`src/rtl/eth_tx_pkg.sv`:
```
package eth_tx_pkg;

  typedef enum logic [3:0] {
    PH_IDLE,
    PH_PRE,
    PH_SFD,
    PH_DST,
    PH_SRC,
    PH_LEN,
    PH_DATA,
    PH_PAD,
    PH_FCS
  } tx_phase_t;

  // Reflected CRC-32 advanced by one byte, least significant bit first.
  function automatic logic [31:0] crc32_step(logic [31:0] crc, logic [7:0] b);
    logic [31:0] c;
    c = crc ^ {24'h0, b};
    for (int k = 0; k < 8; k++) begin
      c = c[0] ? ((c >> 1) ^ 32'hEDB88320) : (c >> 1);
    end
    return c;
  endfunction

  // Number of filler bytes needed to lift the data field to the minimum.
  function automatic logic [15:0] filler_count(logic [15:0] len, logic en,
                                               logic [15:0] min_data);
    return (en && (len < min_data)) ? (min_data - len) : 16'd0;
  endfunction

  // Byte i of a 6-byte address, most significant first.
  function automatic logic [7:0] addr_byte(logic [47:0] addr, logic [2:0] i);
    int sh;
    sh = (5 - int'(i)) * 8;
    return addr[sh +: 8];
  endfunction

  // Byte i of the transmitted check value, least significant first.
  function automatic logic [7:0] fcs_byte(logic [31:0] crc, logic [1:0] i);
    logic [31:0] inv;
    inv = ~crc;
    return inv[int'(i) * 8 +: 8];
  endfunction

endpackage

```
`src/rtl/eth_tx_crc.sv`:
```
module eth_tx_crc
  import eth_tx_pkg::*;
#(
  parameter logic [31:0] SEED = 32'hFFFF_FFFF
) (
  input  logic        clk,
  input  logic        rst_n,
  input  logic        clear,
  input  logic        en,
  input  logic [7:0]  din,
  output logic [31:0] crc
);

  logic [31:0] crc_q;

  always_ff @(posedge clk) begin
    if (!rst_n || clear) begin
      crc_q <= SEED;
    end else if (en) begin
      crc_q <= crc32_step(crc_q, din);
    end
  end

  assign crc = crc_q;

endmodule

```
`src/rtl/eth_tx_field_mux.sv`:
```
module eth_tx_field_mux
  import eth_tx_pkg::*;
#(
  parameter logic [7:0] PRE_BYTE = 8'h55,
  parameter logic [7:0] SFD_BYTE = 8'hD5,
  parameter logic [7:0] PAD_BYTE = 8'h7E
) (
  input  tx_phase_t   phase,
  input  logic [2:0]  idx,
  input  logic [47:0] dst,
  input  logic [47:0] src,
  input  logic [15:0] lenf,
  input  logic [7:0]  pl_data,
  input  logic [31:0] crc,
  output logic [7:0]  byte_out
);

  always_comb begin
    case (phase)
      PH_PRE:  byte_out = PRE_BYTE;
      PH_SFD:  byte_out = SFD_BYTE;
      PH_DST:  byte_out = addr_byte(dst, idx);
      PH_SRC:  byte_out = addr_byte(src, idx);
      PH_LEN:  byte_out = idx[0] ? lenf[7:0] : lenf[15:8];
      PH_DATA: byte_out = pl_data;
      PH_PAD:  byte_out = PAD_BYTE;
      PH_FCS:  byte_out = fcs_byte(crc, idx[1:0]);
      default: byte_out = 8'h00;
    endcase
  end

endmodule

```
`src/rtl/eth_tx_seq.sv`:
```
module eth_tx_seq
  import eth_tx_pkg::*;
#(
  parameter int PRE_BYTES = 7,
  parameter int MIN_DATA  = 46,
  parameter int MAX_DATA  = 1500,
  parameter int IDX_W     = 6
) (
  input  logic             clk,
  input  logic             rst_n,
  input  logic             cfg_pad_en,
  input  logic             cmd_valid,
  output logic             cmd_ready,
  input  logic [47:0]      cmd_dst,
  input  logic [15:0]      cmd_len,
  input  logic             cmd_no_crc,
  input  logic             pl_valid,
  input  logic             pl_last,
  output logic             pl_ready,
  input  logic             tx_ready,
  output logic             tx_valid,
  output logic             tx_last,
  output tx_phase_t        phase,
  output logic [IDX_W-1:0] idx,
  output logic [47:0]      dst_q,
  output logic [15:0]      len_q,
  output logic             crc_clr,
  output logic             crc_en,
  output logic             done,
  output logic             done_err
);

  localparam logic [15:0]      MAX_LEN_V  = 16'(MAX_DATA);
  localparam logic [15:0]      MIN_LEN_V  = 16'(MIN_DATA);
  localparam logic [IDX_W-1:0] PRE_LAST   = IDX_W'(PRE_BYTES - 1);
  localparam logic [IDX_W-1:0] ADDR_LAST  = IDX_W'(5);
  localparam logic [IDX_W-1:0] PAIR_LAST  = IDX_W'(1);
  localparam logic [IDX_W-1:0] FCS_LAST   = IDX_W'(3);

  tx_phase_t        phase_q, nxt_phase, after_data, after_pad;
  logic [IDX_W-1:0] idx_q, pad_q;
  logic             nocrc_q, done_q, err_q;

  // Named internal events
  logic cmd_fire, oversize, in_data, tx_fire, field_last, frame_end;

  assign cmd_ready = (phase_q == PH_IDLE);
  assign cmd_fire  = cmd_valid && cmd_ready;
  assign oversize  = (cmd_len > MAX_LEN_V);
  assign in_data   = (phase_q == PH_DATA);
  assign tx_valid  = (phase_q != PH_IDLE) && (in_data ? pl_valid : 1'b1);
  assign pl_ready  = in_data && tx_ready;
  assign tx_fire   = tx_valid && tx_ready;

  assign after_pad  = nocrc_q ? PH_IDLE : PH_FCS;
  assign after_data = (pad_q != '0) ? PH_PAD : after_pad;

  always_comb begin
    case (phase_q)
      PH_PRE:  nxt_phase = PH_SFD;
      PH_SFD:  nxt_phase = PH_DST;
      PH_DST:  nxt_phase = PH_SRC;
      PH_SRC:  nxt_phase = PH_LEN;
      PH_LEN:  nxt_phase = (len_q == 16'd0) ? after_data : PH_DATA;
      PH_DATA: nxt_phase = after_data;
      PH_PAD:  nxt_phase = after_pad;
      default: nxt_phase = PH_IDLE;
    endcase
  end

  always_comb begin
    case (phase_q)
      PH_PRE:  field_last = (idx_q == PRE_LAST);
      PH_SFD:  field_last = 1'b1;
      PH_DST:  field_last = (idx_q == ADDR_LAST);
      PH_SRC:  field_last = (idx_q == ADDR_LAST);
      PH_LEN:  field_last = (idx_q == PAIR_LAST);
      PH_DATA: field_last = pl_last;
      PH_PAD:  field_last = (idx_q == pad_q - 1'b1);
      PH_FCS:  field_last = (idx_q == FCS_LAST);
      default: field_last = 1'b0;
    endcase
  end

  assign tx_last   = tx_valid && field_last && (nxt_phase == PH_IDLE);
  assign frame_end = tx_fire && tx_last;
  assign crc_clr   = cmd_fire;
  assign crc_en    = tx_fire && (phase_q inside {PH_DST, PH_SRC, PH_LEN, PH_DATA, PH_PAD});

  always_ff @(posedge clk) begin
    if (!rst_n) begin
      phase_q <= PH_IDLE;
      idx_q   <= '0;
      pad_q   <= '0;
      dst_q   <= '0;
      len_q   <= '0;
      nocrc_q <= 1'b0;
      done_q  <= 1'b0;
      err_q   <= 1'b0;
    end else begin
      done_q <= 1'b0;
      err_q  <= 1'b0;
      if (cmd_fire) begin
        if (oversize) begin
          done_q <= 1'b1;
          err_q  <= 1'b1;
        end else begin
          phase_q <= PH_PRE;
          idx_q   <= '0;
          dst_q   <= cmd_dst;
          len_q   <= cmd_len;
          nocrc_q <= cmd_no_crc;
          pad_q   <= IDX_W'(filler_count(cmd_len, cfg_pad_en, MIN_LEN_V));
        end
      end else if (tx_fire) begin
        if (field_last) begin
          phase_q <= nxt_phase;
          idx_q   <= '0;
          if (nxt_phase == PH_IDLE) done_q <= 1'b1;
        end else if (!in_data) begin
          idx_q <= idx_q + 1'b1;
        end
      end
    end
  end

  assign phase    = phase_q;
  assign idx      = idx_q;
  assign done     = done_q;
  assign done_err = err_q;


  idle_excl_chk: assert property (@(posedge clk) disable iff (!rst_n)
    cmd_ready |-> !tx_valid && !pl_ready);


  oversize_refuse_chk: assert property (@(posedge clk) disable iff (!rst_n)
    cmd_fire && oversize |=> done && done_err && cmd_ready);


  done_after_end_chk: assert property (@(posedge clk) disable iff (!rst_n)
    done && !done_err |-> $past(frame_end));


  crc_ends_frame_chk: assert property (@(posedge clk) disable iff (!rst_n)
    tx_last && !nocrc_q |-> phase_q == PH_FCS);


  no_crc_end_chk: assert property (@(posedge clk) disable iff (!rst_n)
    tx_last && nocrc_q |-> phase_q != PH_FCS);


  payload_window_chk: assert property (@(posedge clk) disable iff (!rst_n)
    pl_ready |-> phase_q == PH_DATA);

endmodule

```
`src/rtl/eth_tx_framer.sv`:
```
module eth_tx_framer
  import eth_tx_pkg::*;
#(
  parameter int PRE_BYTES = 7,
  parameter int MIN_DATA  = 46,
  parameter int MAX_DATA  = 1500
) (
  input  logic        clk,
  input  logic        rst_n,
  input  logic [47:0] cfg_station_addr,
  input  logic        cfg_pad_en,
  input  logic        cmd_valid,
  output logic        cmd_ready,
  input  logic [47:0] cmd_dst,
  input  logic [15:0] cmd_len,
  input  logic        cmd_no_crc,
  input  logic        pl_valid,
  output logic        pl_ready,
  input  logic [7:0]  pl_data,
  input  logic        pl_last,
  output logic        tx_valid,
  input  logic        tx_ready,
  output logic [7:0]  tx_data,
  output logic        tx_last,
  output logic        done,
  output logic        done_err
);

  localparam int IDX_W = $clog2(MIN_DATA + PRE_BYTES + 8);

  tx_phase_t        phase;
  logic [IDX_W-1:0] idx;
  logic [47:0]      dst_q;
  logic [15:0]      len_q;
  logic             crc_clr, crc_en;
  logic [31:0]      crc;

  eth_tx_seq #(
    .PRE_BYTES(PRE_BYTES),
    .MIN_DATA (MIN_DATA),
    .MAX_DATA (MAX_DATA),
    .IDX_W    (IDX_W)
  ) seq_i (
    .clk       (clk),
    .rst_n     (rst_n),
    .cfg_pad_en(cfg_pad_en),
    .cmd_valid (cmd_valid),
    .cmd_ready (cmd_ready),
    .cmd_dst   (cmd_dst),
    .cmd_len   (cmd_len),
    .cmd_no_crc(cmd_no_crc),
    .pl_valid  (pl_valid),
    .pl_last   (pl_last),
    .pl_ready  (pl_ready),
    .tx_ready  (tx_ready),
    .tx_valid  (tx_valid),
    .tx_last   (tx_last),
    .phase     (phase),
    .idx       (idx),
    .dst_q     (dst_q),
    .len_q     (len_q),
    .crc_clr   (crc_clr),
    .crc_en    (crc_en),
    .done      (done),
    .done_err  (done_err)
  );

  eth_tx_crc crc_i (
    .clk  (clk),
    .rst_n(rst_n),
    .clear(crc_clr),
    .en   (crc_en),
    .din  (tx_data),
    .crc  (crc)
  );

  eth_tx_field_mux mux_i (
    .phase   (phase),
    .idx     (idx[2:0]),
    .dst     (dst_q),
    .src     (cfg_station_addr),
    .lenf    (len_q),
    .pl_data (pl_data),
    .crc     (crc),
    .byte_out(tx_data)
  );


  hold_on_stall_chk: assert property (@(posedge clk) disable iff (!rst_n)
    tx_valid && !tx_ready && phase != PH_DATA |=> tx_valid && $stable(tx_data));


  last_then_idle_chk: assert property (@(posedge clk) disable iff (!rst_n)
    tx_valid && tx_ready && tx_last |=> !tx_valid && cmd_ready);

endmodule

```
`config.mk`:
```
export PLATFORM = sky130hd
export DESIGN_NAME = eth_tx_framer
export DESIGN_NICKNAME = d
export VERILOG_FILES = /design/src/rtl/eth_tx_pkg.sv /design/src/rtl/eth_tx_crc.sv /design/src/rtl/eth_tx_field_mux.sv /design/src/rtl/eth_tx_seq.sv /design/src/rtl/eth_tx_framer.sv
export SDC_FILE = /design/constraint.sdc
export NUM_CORES = 1
export LEC_CHECK = 0
export BUFFER_PORTS_ARGS = -buffer_cell sky130_fd_sc_hd__buf_2
export CORE_MARGIN = 10
export CORE_UTILIZATION = 50
export DETAILED_ROUTE_END_ITERATION = 10
export PLACE_DENSITY = 0.85
export SLEW_MARGIN = 30
export SYNTH_ARGS = -nofsm -noshare
export SYNTH_HDL_FRONTEND = slang
export SYNTH_SLANG_ARGS = --single-unit
```
`constraint.sdc`:
```
create_clock -name clk -period 4.56 [get_ports clk]
set_clock_uncertainty 0.1 [all_clocks]
set_input_delay 0.228 -clock clk [delete_from_list [all_inputs] [get_ports clk]]
set_output_delay 0.228 -clock clk [all_outputs]
set_load 0.005 [all_outputs]
```
==> results.json <==
{
  "drt-total-wl_mm": 23.0,
  "clockBufferDepth": 2,
  "max_slew_margin": 0.378,
  "ys_seq_area_frac": 0.316,
  "antenna_found_initial": 1,
  "drt_pass1_iterations": 5,
  "avgSynthCellArea_um2": 8.92,
  "synthFlopType": "dfxtp_1",
  "cts_inserted_buffers": 17,
  "hp-start": "cmd_dst[39]",
  "drive_gt1_frac": 0.240,
  "wl_per_cell_um": 19.6,
  "io_pins": 142,
  "syn_inst": 816,
  "synth_cell_type_count": 81,
  "synthTopCellsByCount": "nand2_1 (169), dfxtp_1 (115), a21boi_0 (63), clkbuf_1 (49), xnor2_1 (42)",
  "grt_pass1_wl_mm": 36.8,
  "gp_congestion": 0.888,
  "power_mw": 2.44,
  "syn_nets": 950,
  "remaining_drc_errors": 0,
  "period_needed_ns": 3.68,
  "hold_ws_ns": -0.00110,
  "grt_usage": 0.227,
  "vias_per_cell": 5.90,
  "setup_viol": 0,
  "yosys.area.top_type": "dfxtp_1",
  "tns_ns": 0,
  "antenna_cells": 0,
  "syn_to_final_growth_pct": 24.7,
  "cp.required_ns": 4.75,
  "postCtsSetupRepairBufs": 0,
  "die_x_um": 141,
  "powerDensity_nw_per_um2": 269,
  "synthMostInstantiatedCell": "nand2_1",
  "ff2ff_setup_slack_ns": 0.88,
  "violations": "hold timing",
  "clk_pin_slew_worst_paths_ns": 0.06,
  "post_cts_resized": 0,
  "cts_tree": "yes",
  "h-tree-depth": 4,
  "grt_max_degree": 86,
  "rsz0062_at_grt": "no",
  "cts-hold-fix-buffers": 48,
  "ys_warn_count": 0,
  "ant_nets": 0,
  "setup_ws_ns": 0.878,
  "vias": 6907,
  "synthArstFlopShare": 0,
  "power.leakage_nw": 3.46,
  "slew_violations": 0,
  "rr_startpoint": "seq_i.phase[2]$_SDFFE_PN0P_",
  "die_area_um2": 19800,
  "cp_max_fo": 32,
  "netlist_area_um2": 7280,
  "yosys-top-cells-area": "dfxtp_1 (32%), nand2_1 (8.7%), a21boi_0 (6.5%)",
  "synth_seq_cells": 115,
  "synth_edf_count": 0,
  "status": "finished with violations",
  "vdd_drop_max_mv": 0.193,
  "clk_latency_ns": 0.42,
  "hold_viol": 1,
  "min_path_cells": 3,
  "num_rows": 44,
  "die_y_um": 141,
  "synth_top_area_share": 0.316,
  "initial_core_util": 0.506,
  "pre_cts_ws_ns": 0.963,
  "min_to": "seq_i.dst_q[39]$_SDFFE_PN0P_",
  "io_buffers": 141,
  "fmax_mhz": 272,
  "crit_path_end_kind": "flip-flop",
  "fin_crit_sh": 0.808,
  "critPathKind": "reg2reg",
  "tightest_slew_ns": 0.909,
  "min_path_type": "in2reg",
  "startpoint_type": "flip-flop",
  "reg2reg_depth": 10,
  "r2r_end": "crc_i.crc[25]$_SDFFE_PP1P_",
  "cts.sinks": 115,
  "critPathArrivalTime_ns": 3.87,
  "drv_cap": 0,
  "overflow": 0,
  "grt_pass1_vias": 6955,
  "initialDrtViolationCount": 573,
  "coreArea_um2": 14400,
  "clock-root-buffer": "clkbuf_16",
  "final_nets": 1108,
  "dp_hpwl_mm": 15.2
}
[report_power, final]
| part | switching [mW] | total, mW | internal, mW | leakage, nW |
|---|---|---|---|---|
| Clock | 0.495 | 1.25 | 0.757 | 0.268 |
| Combinational | 0.0788 | 0.176 | 0.0971 | 2.27 |
| Sequential | 0.00298 | 1.01 | 1.01 | 0.929 |
[registers in the layout, summed over array words and instances (netlist names)]
| signal | cells |
|---|---|
| seq_i.dst_q | 48 |
| crc_i.crc | 32 |
| seq_i.len_q | 16 |
| seq_i.idx | 6 |
| seq_i.pad_q | 6 |
| seq_i.phase | 4 |
| seq_i.done | 1 |
| seq_i.done_err | 1 |
| seq_i.nocrc_q | 1 |
[metal layers]
layer | share of wire | GRT usage | vias to the layer above | wire [um]
li1 | - | - | 3220 | -
met2 | 0.48 | 0.372 | 382 | 11100
met4 | 0.040 | 0.109 | 2 | 911
met1 | 0.39 | 0.266 | 3237 | 8870
met5 | 0.00030 | 0 | - | 7
met3 | 0.090 | 0.0665 | 66 | 2060
[worst max-delay path by stage]
stage                                start                    endpoint  slack [ns]  cells past startpoint
6_report       seq_i.phase[2]$_SDFFE_PN0P_  crc_i.crc[25]$_SDFFE_PP1P_        0.88                     10
5_1_grt        seq_i.phase[0]$_SDFFE_PN0P_  crc_i.crc[27]$_SDFFE_PP1P_        0.69                     10
4_1_cts        seq_i.phase[2]$_SDFFE_PN0P_  crc_i.crc[18]$_SDFFE_PP1P_        0.91                     10
3_5_place_dp   seq_i.phase[0]$_SDFFE_PN0P_  crc_i.crc[27]$_SDFFE_PP1P_        0.96                      9
3_3_place_gp   seq_i.phase[0]$_SDFFE_PN0P_  crc_i.crc[18]$_SDFFE_PP1P_         1.0                     10
2_1_floorplan  seq_i.phase[0]$_SDFFE_PN0P_  crc_i.crc[17]$_SDFFE_PP1P_        1.25                     10
[stage by stage]
| stage | area (um2) | instances | util |
|---|---|---|---|
| final | 9070 | 1170 | 0.631 |
| after global routing | 9070 | 1170 | 0.631 |
| after CTS | 9070 | 1170 | 0.631 |
| after detailed placement | 8040 | 1091 | 0.559 |
| after global placement | 8040 | 1091 | 0.559 |
| after floorplan | 7280 | 816 | - |
[cell type report]
cell class                 instances  area [um2]
sequential                       115        2300
clock inverter                    13         113
clock buffer                      18         439
fill                            1058        5300
tap                              184         230
timing repair buffer             203        1290
inverter                          12        45.0
multi-input combinational        625        4650
[kinds of logic (layout without fill, tap and decap cells)]
family,count (synthesis),count (layout),share of synthesized area
flops,115,115,0.316
xor+xnor,80,80,0.126
compound gates,193,193,0.196
mux,55,55,0.116
simple gates,291,291,0.190
buf+inv,76,246,0.0457
fa+ha+maj,6,6,0.0103
[cells in the final DEF (no fill, tap or decap), drive strengths merged, types with 27 or more instances in the layout]
cell type    netlist  layout
dlygate4sd3        0      48
xnor2             48      48
nand2            169     169
a21oi             27      27
mux2i             31      31
a21boi            63      63
nor2              27      27
xor2              28      28
dfxtp            115     115
buf               15     155
[worst max-delay path, stage by stage, from the launching register on]
cell and delay (ns):
dfxtp_1 0.34, buf_4 0.29, or4b_4 0.64, a211oi_1 0.44, a2111oi_0 0.15, nor3_1 0.14
and3_1 0.37, xor3_2 0.53, xnor2_2 0.28, xnor2_1 0.16, a22oi_1 0.10
Power figures use the tool's default switching activity.
